===== src/rtl/acc_cpu_pkg.sv =====
package acc_cpu_pkg;
  localparam int DW = 8;
  localparam int AW = 8;
  localparam int FW = 4;
  typedef logic [DW-1:0] byte_t;

  localparam byte_t OP_LDA_I = 8'h86;
  localparam byte_t OP_LDA_D = 8'h87;
  localparam byte_t OP_LDB_I = 8'h88;
  localparam byte_t OP_LDB_D = 8'h89;
  localparam byte_t OP_STA_D = 8'h96;
  localparam byte_t OP_STB_D = 8'h97;
  localparam byte_t OP_ADD   = 8'h42;
  localparam byte_t OP_AND   = 8'h44;
  localparam byte_t OP_OR    = 8'h45;
  localparam byte_t OP_INCA  = 8'h46;
  localparam byte_t OP_INCB  = 8'h47;
  localparam byte_t OP_DECA  = 8'h48;
  localparam byte_t OP_DECB  = 8'h49;
  localparam byte_t OP_BRA   = 8'h20;

  typedef enum logic [3:0] {
    S_F0, S_F1, S_F2, S_DEC, S_OP0, S_OP1, S_IMM,
    S_DADR, S_DWAIT, S_DLD, S_STWR, S_BRLD, S_ALU
  } state_e;

  typedef enum logic [2:0] {ALU_ADD, ALU_AND, ALU_OR, ALU_INC, ALU_DEC} alu_op_e;

  typedef enum logic [2:0] {C_LDI, C_LDD, C_ST, C_BRA, C_ALU, C_NOP} iclass_e;

  typedef struct packed {
    logic    mar_ld;
    logic    mar_bus;
    logic    pc_inc;
    logic    pc_ld;
    logic    ir_ld;
    logic    a_ld;
    logic    b_ld;
    logic    from_alu;
    logic    ccr_ld;
    logic    we;
    logic    sel_b;
    alu_op_e alu_op;
  } ctrl_t;
endpackage


===== src/rtl/acc_alu.sv =====
module acc_alu
  import acc_cpu_pkg::*;
(
  input  alu_op_e       op_i,
  input  byte_t         x_i,
  input  byte_t         y_i,
  output byte_t         res_o,
  output logic [FW-1:0] flg_o
);
  localparam int MSB = DW - 1;
  logic [DW:0] wide;
  logic        v;
  byte_t       one;

  assign one = byte_t'(1);

  always_comb begin
    wide = '0;
    v    = 1'b0;
    case (op_i)
      ALU_ADD: begin
        wide = {1'b0, x_i} + {1'b0, y_i};
        v    = (x_i[MSB] == y_i[MSB]) && (wide[MSB] != x_i[MSB]);
      end
      ALU_AND: wide = {1'b0, x_i & y_i};
      ALU_OR:  wide = {1'b0, x_i | y_i};
      ALU_INC: begin
        wide = {1'b0, x_i} + {1'b0, one};
        v    = !x_i[MSB] && wide[MSB];
      end
      ALU_DEC: begin
        wide = {1'b0, x_i} - {1'b0, one};
        v    = x_i[MSB] && !wide[MSB];
      end
      default: wide = '0;
    endcase
  end

  assign res_o = wide[DW-1:0];
  assign flg_o = {wide[MSB], (wide[DW-1:0] == '0), v, wide[DW]};
endmodule


===== src/rtl/acc_ctrl.sv =====
module acc_ctrl
  import acc_cpu_pkg::*;
(
  input  logic  clk,
  input  logic  rst_n,
  input  byte_t ir_i,
  output ctrl_t ctl_o
);
  state_e  st_q, st_d;
  iclass_e cls;
  logic    tgt_b;
  alu_op_e aop;

  always_comb begin
    cls   = C_NOP;
    tgt_b = 1'b0;
    aop   = ALU_ADD;
    case (ir_i)
      OP_LDA_I: cls = C_LDI;
      OP_LDB_I: begin cls = C_LDI; tgt_b = 1'b1; end
      OP_LDA_D: cls = C_LDD;
      OP_LDB_D: begin cls = C_LDD; tgt_b = 1'b1; end
      OP_STA_D: cls = C_ST;
      OP_STB_D: begin cls = C_ST;  tgt_b = 1'b1; end
      OP_BRA:   cls = C_BRA;
      OP_ADD:   cls = C_ALU;
      OP_AND:   begin cls = C_ALU; aop = ALU_AND; end
      OP_OR:    begin cls = C_ALU; aop = ALU_OR;  end
      OP_INCA:  begin cls = C_ALU; aop = ALU_INC; end
      OP_INCB:  begin cls = C_ALU; aop = ALU_INC; tgt_b = 1'b1; end
      OP_DECA:  begin cls = C_ALU; aop = ALU_DEC; end
      OP_DECB:  begin cls = C_ALU; aop = ALU_DEC; tgt_b = 1'b1; end
      default:  cls = C_NOP;
    endcase
  end

  always_ff @(posedge clk or negedge rst_n) begin
    if (!rst_n) st_q <= S_F0;
    else        st_q <= st_d;
  end

  always_comb begin
    st_d = S_F0;
    case (st_q)
      S_F0:    st_d = S_F1;
      S_F1:    st_d = S_F2;
      S_F2:    st_d = S_DEC;
      S_DEC: begin
        if (cls == C_ALU)      st_d = S_ALU;
        else if (cls == C_NOP) st_d = S_F0;
        else                   st_d = S_OP0;
      end
      S_OP0:   st_d = S_OP1;
      S_OP1: begin
        if (cls == C_LDI)      st_d = S_IMM;
        else if (cls == C_BRA) st_d = S_BRLD;
        else                   st_d = S_DADR;
      end
      S_DADR:  st_d = (cls == C_ST) ? S_STWR : S_DWAIT;
      S_DWAIT: st_d = S_DLD;
      default: st_d = S_F0;
    endcase
  end

  always_comb begin
    ctl_o        = '0;
    ctl_o.alu_op = aop;
    ctl_o.sel_b  = tgt_b;
    case (st_q)
      S_F0, S_OP0: ctl_o.mar_ld = 1'b1;
      S_F1, S_OP1: ctl_o.pc_inc = 1'b1;
      S_F2:        ctl_o.ir_ld  = 1'b1;
      S_IMM, S_DLD: begin
        ctl_o.a_ld = !tgt_b;
        ctl_o.b_ld = tgt_b;
      end
      S_DADR: begin
        ctl_o.mar_ld  = 1'b1;
        ctl_o.mar_bus = 1'b1;
      end
      S_STWR: ctl_o.we = 1'b1;
      S_BRLD: ctl_o.pc_ld = 1'b1;
      S_ALU: begin
        ctl_o.a_ld     = !tgt_b;
        ctl_o.b_ld     = tgt_b;
        ctl_o.from_alu = 1'b1;
        ctl_o.ccr_ld   = 1'b1;
      end
      default: ;
    endcase
  end

  // decode always follows the third fetch state
  p_fetch_to_decode_r2: assert property (@(posedge clk) disable iff (!rst_n)
    (st_q == S_F2) |=> (st_q == S_DEC));
endmodule


===== src/rtl/acc_datapath.sv =====
module acc_datapath
  import acc_cpu_pkg::*;
(
  input  logic          clk,
  input  logic          rst_n,
  input  ctrl_t         ctl_i,
  input  byte_t         rdata_i,
  output byte_t         ir_o,
  output logic [AW-1:0] addr_o,
  output byte_t         wdata_o,
  output logic          we_o,
  output logic [FW-1:0] ccr_o
);
  logic [AW-1:0] pc_q, pc_d, mar_q, mar_d;
  byte_t         ir_q, a_q, a_d, b_q, b_d, alu_x, alu_res, ld_val;
  logic [FW-1:0] ccr_q, alu_flg;

  assign alu_x  = ctl_i.sel_b ? b_q : a_q;
  assign ld_val = ctl_i.from_alu ? alu_res : rdata_i;

  acc_alu u_alu (
    .op_i  (ctl_i.alu_op),
    .x_i   (alu_x),
    .y_i   (b_q),
    .res_o (alu_res),
    .flg_o (alu_flg)
  );

  always_comb begin
    pc_d = pc_q;
    if (ctl_i.pc_ld)       pc_d = rdata_i[AW-1:0];
    else if (ctl_i.pc_inc) pc_d = pc_q + 1'b1;
    mar_d = ctl_i.mar_bus ? rdata_i[AW-1:0] : pc_q;
    a_d   = ld_val;
    b_d   = ld_val;
  end

  always_ff @(posedge clk or negedge rst_n) begin
    if (!rst_n) begin
      pc_q  <= '0;
      mar_q <= '0;
      ir_q  <= '0;
      a_q   <= '0;
      b_q   <= '0;
      ccr_q <= '0;
    end else begin
      pc_q <= pc_d;
      if (ctl_i.mar_ld) mar_q <= mar_d;
      if (ctl_i.ir_ld)  ir_q  <= rdata_i;
      if (ctl_i.a_ld)   a_q   <= a_d;
      if (ctl_i.b_ld)   b_q   <= b_d;
      if (ctl_i.ccr_ld) ccr_q <= alu_flg;
    end
  end

  assign ir_o    = ir_q;
  assign addr_o  = mar_q;
  assign wdata_o = ctl_i.sel_b ? b_q : a_q;
  assign we_o    = ctl_i.we;
  assign ccr_o   = ccr_q;

  // flags only move on an ALU cycle
  p_flags_hold_r10: assert property (@(posedge clk) disable iff (!rst_n)
    !ctl_i.ccr_ld |=> $stable(ccr_q));
  // branch target comes from the operand on the bus
  p_branch_target_r6: assert property (@(posedge clk) disable iff (!rst_n)
    ctl_i.pc_ld |=> (pc_q == $past(rdata_i[AW-1:0])));
  // when the opcode lands, PC already points one past its address
  p_fetch_step_r2: assert property (@(posedge clk) disable iff (!rst_n)
    ctl_i.ir_ld |-> (pc_q == mar_q + 1'b1));
endmodule


===== src/rtl/acc_cpu.sv =====
module acc_cpu
  import acc_cpu_pkg::*;
#(
  parameter int SYNC_STAGES = 2
) (
  input  logic          clk,
  input  logic          rst_n,
  output logic [AW-1:0] addr_o,
  input  logic [DW-1:0] rdata_i,
  output logic [DW-1:0] wdata_o,
  output logic          we_o,
  output logic [FW-1:0] ccr_o
);
  logic [SYNC_STAGES-1:0] rst_sr;
  logic                   rst_core_n;
  ctrl_t                  ctl;
  byte_t                  ir;

  always_ff @(posedge clk or negedge rst_n) begin
    if (!rst_n) rst_sr <= '0;
    else        rst_sr <= {rst_sr[SYNC_STAGES-2:0], 1'b1};
  end
  assign rst_core_n = rst_sr[SYNC_STAGES-1];

  acc_ctrl u_ctrl (
    .clk   (clk),
    .rst_n (rst_core_n),
    .ir_i  (ir),
    .ctl_o (ctl)
  );

  acc_datapath u_dp (
    .clk     (clk),
    .rst_n   (rst_core_n),
    .ctl_i   (ctl),
    .rdata_i (rdata_i),
    .ir_o    (ir),
    .addr_o  (addr_o),
    .wdata_o (wdata_o),
    .we_o    (we_o),
    .ccr_o   (ccr_o)
  );

  // every store is a single write cycle
  p_single_write_r5: assert property (@(posedge clk) disable iff (!rst_core_n)
    we_o |=> !we_o);
endmodule


===== config.mk =====
export PLATFORM = sky130hd
export DESIGN_NAME = acc_cpu
export DESIGN_NICKNAME = d
export VERILOG_FILES = /design/src/rtl/acc_cpu_pkg.sv /design/src/rtl/acc_alu.sv /design/src/rtl/acc_ctrl.sv /design/src/rtl/acc_datapath.sv /design/src/rtl/acc_cpu.sv
export SDC_FILE = /design/constraint.sdc
export NUM_CORES = 1
export LEC_CHECK = 0
export BUFFER_PORTS_ARGS = -buffer_cell sky130_fd_sc_hd__buf_2
export CAP_MARGIN = 20
export CELL_PAD_IN_SITES_DETAIL_PLACEMENT = 1
export CELL_PAD_IN_SITES_GLOBAL_PLACEMENT = 1
export CORE_UTILIZATION = 40
export CTS_CLUSTER_DIAMETER = 100
export DETAILED_ROUTE_END_ITERATION = 10
export HOLD_SLACK_MARGIN = 0.02
export PLACE_DENSITY_LB_ADDON = 0.25
export SLEW_MARGIN = 20
export SYNTH_ARGS = -nofsm -noshare
export SYNTH_HDL_FRONTEND = slang
export SYNTH_SLANG_ARGS = --single-unit
export TNS_END_PERCENT = 100

===== constraint.sdc =====
create_clock -name clk -period 2.2 [get_ports clk]
set_input_delay 0.11 -clock clk [delete_from_list [all_inputs] [get_ports clk]]
set_output_delay 0.11 -clock clk [all_outputs]
set_load 0.02 [all_outputs]

# Word-level counts from Yosys, hierarchy flattened
# Cells that the tools add are included.
[totals] regBits=50 output_inout_bits=21 wordCells=95
[classes] n_addsub=4 eq_ne=36 mux=24 bitwise_logic=2 reduce_logical=21
[ops] op="$eq A8 B7 Y1 const B" count=7
[ops] op="$eq A8 B8 Y1 const B" count=6
[ops] op="$pmux W9 S5" count=1
[ops] op="$mux W8" count=5
[ops] op="$pmux W4 S8" count=1
[ops] op="$eq A4 B4 Y1 const B" count=5
[ops] op="$eq A4 B3 Y1 const B" count=4
[ops] op="$pmux W3 S5" count=1
[ops] op="$eq A3 B2 Y1 const B" count=4
[ops] op="$mux W4" count=3
[ops] op="$pmux W3 S4" count=1
[ops] op="$reduce_or A2 Y1" count=6
[ops] op="$add A8 B1 Y9 const B" count=1
[ops] op="$add A8 B8 Y9" count=1
[ops] op="$eq A3 B3 Y1 const B" count=3
[ops] op="$sub A8 B1 Y9 const B" count=1
[ops] op="$add A8 B1 Y8 const B" count=1
[ops] op="$and A8 B8 Y8" count=1
[ops] op="$eq A4 B2 Y1 const B" count=2
[ops] op="$eq A8 B6 Y1 const B" count=1
[ops] op="$logic_not A8 Y1" count=1
[ops] op="$or A8 B8 Y8" count=1
[ops] op="$mux W1" count=7
[ops] op="$reduce_or A7 Y1" count=1
[ops] op="other kinds (14)" count=22

# Logic depth before layout (Yosys ltp)
[logic_depth] word_depth=8 depth_mapped=17

# By module
# Synthesis repeated with hierarchy kept, for this count alone.
[hier_totals] hier_cells=426 area_unflattened_um2=3779.9
[by_module_without_submodules] mod="acc_datapath" n_inst=1 cells_each=180 area_each_um2=2009.4 seq_area_each_um2=1101.1
[by_module_without_submodules] mod="acc_alu" n_inst=1 cells_each=166 area_each_um2=1189.9 seq_area_each_um2=0.0
[by_module_without_submodules] mod="acc_ctrl" n_inst=1 cells_each=77 area_each_um2=526.8 seq_area_each_um2=100.1
[by_module_without_submodules] mod="acc_cpu" n_inst=1 cells_each=3 area_each_um2=53.8 seq_area_each_um2=50.0

# Least setup slack after synthesis
# No wires, ideal clock.
[synth_timing] kind="register to register" from="reg u_dp.ir_q[1] (netlist: u_dp.ir_o[1])" to="reg u_dp.b_q[6]" arrival_ns=4.024 required_time_ns=2.075 setup_slack_ns=-1.949 stages_incl_launch_ff=18 n_path_buf=3 period_less_slack_ns=4.149 cell_sequence="dfrtp_1 -> and3b_1 -> buf_6 -> o211ai_4 -> and3_2 -> buf_4 -> buf_6 -> mux2i_1 -> inv_1 -> ha_1 -> fa_1 -> a211oi_1 -> o21bai_1 -> a21oi_1 -> xnor2_1 -> a2111oi_2 -> o21ai_1 -> mux2_2"
[synth_via] elab_chain_cells=7 word_cells_on_any_way=28
[synth_lines] element="start: declaration" line="acc_datapath.sv:15" text="byte_t ir_q, a_q, a_d, b_q, b_d, alu_x, alu_res, ld_val;"
[synth_lines] element="start signal: assignment" line="acc_datapath.sv:49" text="if (ctl_i.ir_ld) ir_q <= rdata_i;"
[synth_lines] element="$eq A8 B8 Y1 or $eq A8 B7 Y1 (tied branches)" line="acc_ctrl.sv:18" text="case (ir_i)"
[synth_lines] element="$reduce_or A5 Y1 (no line) *"
[synth_lines] element="$mux W1 *" line="acc_ctrl.sv:18"
[synth_lines] element="$mux W8 *"
[synth_lines] element="named net wdata_o[0]" line="acc_cpu.sv:10" text="output logic [DW-1:0] wdata_o,"
[synth_lines] element="$sub A8 B1 Y9 (tied with other cells)" line="acc_alu.sv:32" text="wide = {1'b0, x_i} - {1'b0, one};"
[synth_lines] element="$pmux W9 S5 *" line="acc_alu.sv:20" text="case (op_i)"
[synth_lines] element="$mux W8 *" line="acc_datapath.sv:19" text="assign ld_val = ctl_i.from_alu ? alu_res : rdata_i;"
[synth_lines] element="end signal: assignment" line="acc_datapath.sv:44" text="b_q <= '0;"
[synth_lines] element="end signal: assignment" line="acc_datapath.sv:51" text="if (ctl_i.b_ld) b_q <= b_d;"
[synth_lines] element="end: declaration" line="acc_datapath.sv:15"
# Mark *: on every way through the listed nets, which the timed path passes. The rest lies on a longest branch.
# A chain may end at the register's enable or synchronous reset.

# Worst setup path after layout
[layout_timing] from="reg u_dp.ir_q[1] (netlist: u_dp.ir_o[1])" to="reg u_dp.b_q[6]"
[layout_via] elab_chain_cells=7 word_cells_on_any_way=28
[layout_lines] element="$eq A8 B8 Y1 or $eq A8 B7 Y1 (tied branches)" line="acc_ctrl.sv:18"
[layout_lines] element="$reduce_or A5 Y1 (no line)"
[layout_lines] element="$mux W1" line="acc_ctrl.sv:18"
[layout_lines] element="$mux W8" line="acc_datapath.sv:18" text="assign alu_x = ctl_i.sel_b ? b_q : a_q;"
[layout_lines] element="$sub A8 B1 Y9 (tied with other cells)" line="acc_alu.sv:32"
[layout_lines] element="$pmux W9 S5" line="acc_alu.sv:20"
[layout_lines] element="$mux W8" line="acc_datapath.sv:19"
# Several ways; a longest one is shown, not always the timed one.

==> results.md <==
- The flow ran to the end, but the final reports show violations.
- The checks that failed: setup timing.
- The share of the synthesized area in the top cell type is 31.1%.
- The critical path goes through and3b_2 > o211ai_4 > and3_4 > mux2i_4 > inv_4 > ha_4 > fa_2 > a211oi_2 > o21bai_1 > a21oi_2 > xnor2_1 > a2111oi_4 > o21ai_2 > mux2_2.
- The total placed instance area is 0.00517 mm^2.
- The total inserted antenna cells is 0.
- The number of core rows is 36.
- Clock tree synthesis selected as its root buffer the cell sky130_fd_sc_hd__clkbuf_8.
- The HPWL after detailed placement is 11700 um.
- During I/O placement, the number of pins put on the boundary was 31.
- The combinational family with the most area after synthesis is simple AND/OR/NAND/NOR gates.
- The violation count after the first detailed-route iteration is 242.
- Cells with a size suffix above 1 make up 47.8% of the layout.
- The worst reg-to-reg path cell count is 14.
- The post-synthesis xor/xnor area fraction is 1.96%.
- Of the total synthesized cell area, the portion taken by AND, OR, NAND and NOR gates is 23.5%.
- The share of flip-flops with an asynchronous set or reset after synthesis is 100%.
- Sorting the synthesized cells by area gives the leading types as sky130_fd_sc_hd__dfrtp_1 31%, sky130_fd_sc_hd__mux2_2 5.9%, sky130_fd_sc_hd__ha_1 5.3%.
- The power consumption is 8.86 mW.
- Across every metal layer, demand over resource in global routing totals 32.0%.
- At the pin with the least slew margin, the transition time is 0.520 ns.
- The multi-input combinational cells in the finished layout cover a total of 0.00302 mm^2.
- After synthesis, flip-flops and latches occupy 31.1% of the total area.
- The worst setup path is launched from a flip-flop.
- The number of endpoints with negative hold slack in the final report is 0.
- The max-capacitance violation count is 0.
- The reported leakage power is 2.60 nW.
- The worst path arrival time is 3.78 ns.
- The buffering stage count on the worst path with inverters included is 1.
- The clock reaches the later pin of the worst-skew pair after 0.31 ns.
- The layout has 1136 filler cells.
- For this run, design rule violations remaining after detail routing come to 0.
- The peak clock frequency supported by timing is 280 MHz.
- Clock-pin slew was measured on the worst setup and hold paths at 0.10 ns.
- The per-cell via count in the routed design is 5.92.
- The area of the placeable core is 0.00977 mm^2.
- The largest incremental delay on the critical path is 0.45 ns.
- The die is 102 um tall.
- The routed length per placed instance is 22.0 um.
- The post-detailed-route count of antenna-violating nets is 0.
- The synthesized netlist devotes 21.8% of its cell area to compound gates.
- Dividing the final minimum period by the clock period gives 162%.
- The final wirelength is 16300 um.
- The H-tree was split into 2 levels.
- The final number of max-transition violations is 0.
- The number of search-and-repair iterations in the first detailed-routing pass is 5.
- Setup repair after global routing could not meet its margin everywhere.
- The largest net degree at the start of global routing is 49.
- After synthesis, the most frequently instantiated cells are 53 x sky130_fd_sc_hd__nand2_1, 50 x sky130_fd_sc_hd__dfrtp_1, 46 x sky130_fd_sc_hd__nor2_1.
- Counting distinct cell types in the post-synthesis netlist gives 81.
- The average cell area after synthesis is 8.74 um^2.
- The data required time at the worst endpoint is 2.41 ns.
- The headroom to the max-slew limit is 65.3%.
- The number of enable flip-flop cells after synthesis is 0.
- The type of the worst setup path is flip-flop to flip-flop.
- The vias after detailed routing is 4402.
- The aggregate global routing overflow is 0.
- The worst hold path class is primary input to asynchronous set/reset pin.
- In this run the worst path has a maximum fanout of 4.
- In this run the tool buffered the top-level ports with 30 buffer cells.
- The final worst slack is -1.37 ns.
- The worst supply voltage drop on vdd is 0.666 mV.
- TritonCTS built the clock tree.
- Relative to the synthesized area, the layout overhead comes to 47.5%.
- After routing the design area is 0.00593 mm^2.
- Summing the areas of all fa, ha and maj instances in the mapped netlist gives 6.03% of the synthesized area.
- Dividing total power by cell area gives a power density of 1490 mW/mm^2.
- Yosys instantiated no cell more often than sky130_fd_sc_hd__nand2_1.
- The final layout contains 639 nets.
- The endpoint kind of the worst setup timing path is a flip-flop.
- Across the whole layout, storage elements account for 0.00126 mm^2.
- The sink count of the clock tree is 50.
- The starting density of the core is 41.2%.
- The number of global-route vias before repair was 4645.
- Between clock sinks in the finished design, the worst skew comes to 0.0114 ns.
- Setup violations remaining at the end of the flow were counted as 26.
- Measured against the total synthesized area, the mux share comes to 9.67%.
- The synthesized netlist occupies a cell area of 0.00402 mm^2.
- The gate count after technology mapping is 460.
- The global-route wire length before repair is 24900 um.
- The largest individual stage delay along the critical path comes from the cell sky130_fd_sc_hd__dfrtp_2.
- The clock period minus worst slack is 3.57 ns.
- The most used flip-flop cell after synthesis is sky130_fd_sc_hd__dfrtp_1.
- The cell taking the most area after synthesis is sky130_fd_sc_hd__dfrtp_1.
- At the end of routability-driven placement, the weighted congestion stood at 0.892.
- The critical path depth is 14.
- From left edge to right edge, the die measures 102 um.
- The net count after synthesis is 488.
- The count of state elements after synthesis is 50.
- The count of yosys warnings during synthesis is 0.
- The die covers 0.0105 mm^2.
- On the critical path the largest part of the delay comes from compound AO/OA/AOI/OAI gates.
- The number of clock buffers added by TritonCTS is 5.
- The tightest hold path in the finished design has a slack of 0.115 ns.
- The maximum buffer depth of the clock tree is 2.
- The initial antenna violation count is 0.
- Timing analysis after detailed placement gives a worst setup slack of -1.53 ns.
-- final cells by class --
type	instances	share of cell area [%]
Sequential cell	50	21.2
Multi-Input combinational cell	368	50.9
Clock buffer	6	1.39
Timing Repair Buffer	168	22.0
Inverter	18	1.27
Tap cell	133	2.80
Clock inverter	1	0.506
-- per-layer routing --
metal,part of all wire (%),up-vias,wire length (um),track usage (%)
li1,-,1994,-,-
met1,41,2209,6700,39.7
met2,51,150,8400,56.8
met3,3.9,49,641,3.21
met4,3.7,0,608,12.6
met5,0,-,0,0
-- cells by family after synthesis --
family / Yosys count
AO/OA/AOI/OAI: 124
adder cells (fa/ha/maj): 19
AND/OR/NAND/NOR: 180
other: 1
buffers and inverters: 42
flip-flops: 50
multiplexers: 35
XOR/XNOR: 9
-- power by group --
part	leakage [nW]	switching (mW)	internal, mW
Clock	0.0573	0.311	0.364
Sequential	0.597	0.369	1.23
Combinational	1.95	3.29	3.29
Total	2.60	3.97	4.89
-- worst paths after layout --
check	slack (ns)	from	endpoint
hold / removal	0.12	rst_n	rst_sr[1]$_DFF_PN0_
setup / recovery	-1.37	u_dp.ir_o[1]$_DFFE_PN0P_	u_dp.b_q[6]$_DFFE_PN0P_
max in group asynchronous	1.71	rst_sr[1]$_DFF_PN0_	u_dp.ir_o[5]$_DFFE_PN0P_
min in group clk	0.12	rdata_i[1]	u_dp.pc_q[1]$_DFFE_PN0P_
hold reg to reg	0.24	rst_sr[1]$_DFF_PN0_	u_dp.ccr_o[2]$_DFFE_PN0N_
setup reg to reg	-1.37	u_dp.ir_o[1]$_DFFE_PN0P_	u_dp.b_q[6]$_DFFE_PN0P_
-- state kept, by name (all words and copies together), names as in the netlist --
signal	cells
u_dp.a_q	8
u_dp.addr_o	8
u_dp.b_q	8
u_dp.ir_o	8
u_dp.pc_q	8
u_ctrl.st_q	4
u_dp.ccr_o	4
rst_sr	2
-- what timing repair did --
| item | in CTS | in global routing |
|---|---|---|
| hold buffers | 1 | 0 |
| gates resized for setup | 89 | 36 |
| cloned | 0 | 0 |
| pin swaps | 26 | 15 |
| endpoints found under the hold margin | 2 | 0 |
| setup buffers | 12 | 6 |
| setup endpoints to repair | 29 | 29 |
-- through the flow --
stage                     instances  setup TNS, ns  utilization, %
after global routing            744         -26.53            60.7
after global placement          723         -22.34            52.9
after floorplan                 460         -22.28               -
final                           744         -23.25            60.7
after detailed placement        723         -26.15            52.9
after CTS                       742         -25.37            58.9
-- cells in the final DEF (no fill, tap or decap), drive strengths merged, types with 5 or more instances in the layout --
master	n
a211oi	8
o31ai	7
xnor2	7
dfrtp	50
nand2	54
or3	5
mux2	21
o211ai	5
nor2	47
inv	18
mux2i	14
buf	167
a21oi	24
nor3	11
o21ai	29
nand3	16
ha	17
clkbuf	6
nand4	6
and3	13
No activity file was read; power rests on OpenSTA's default activity.
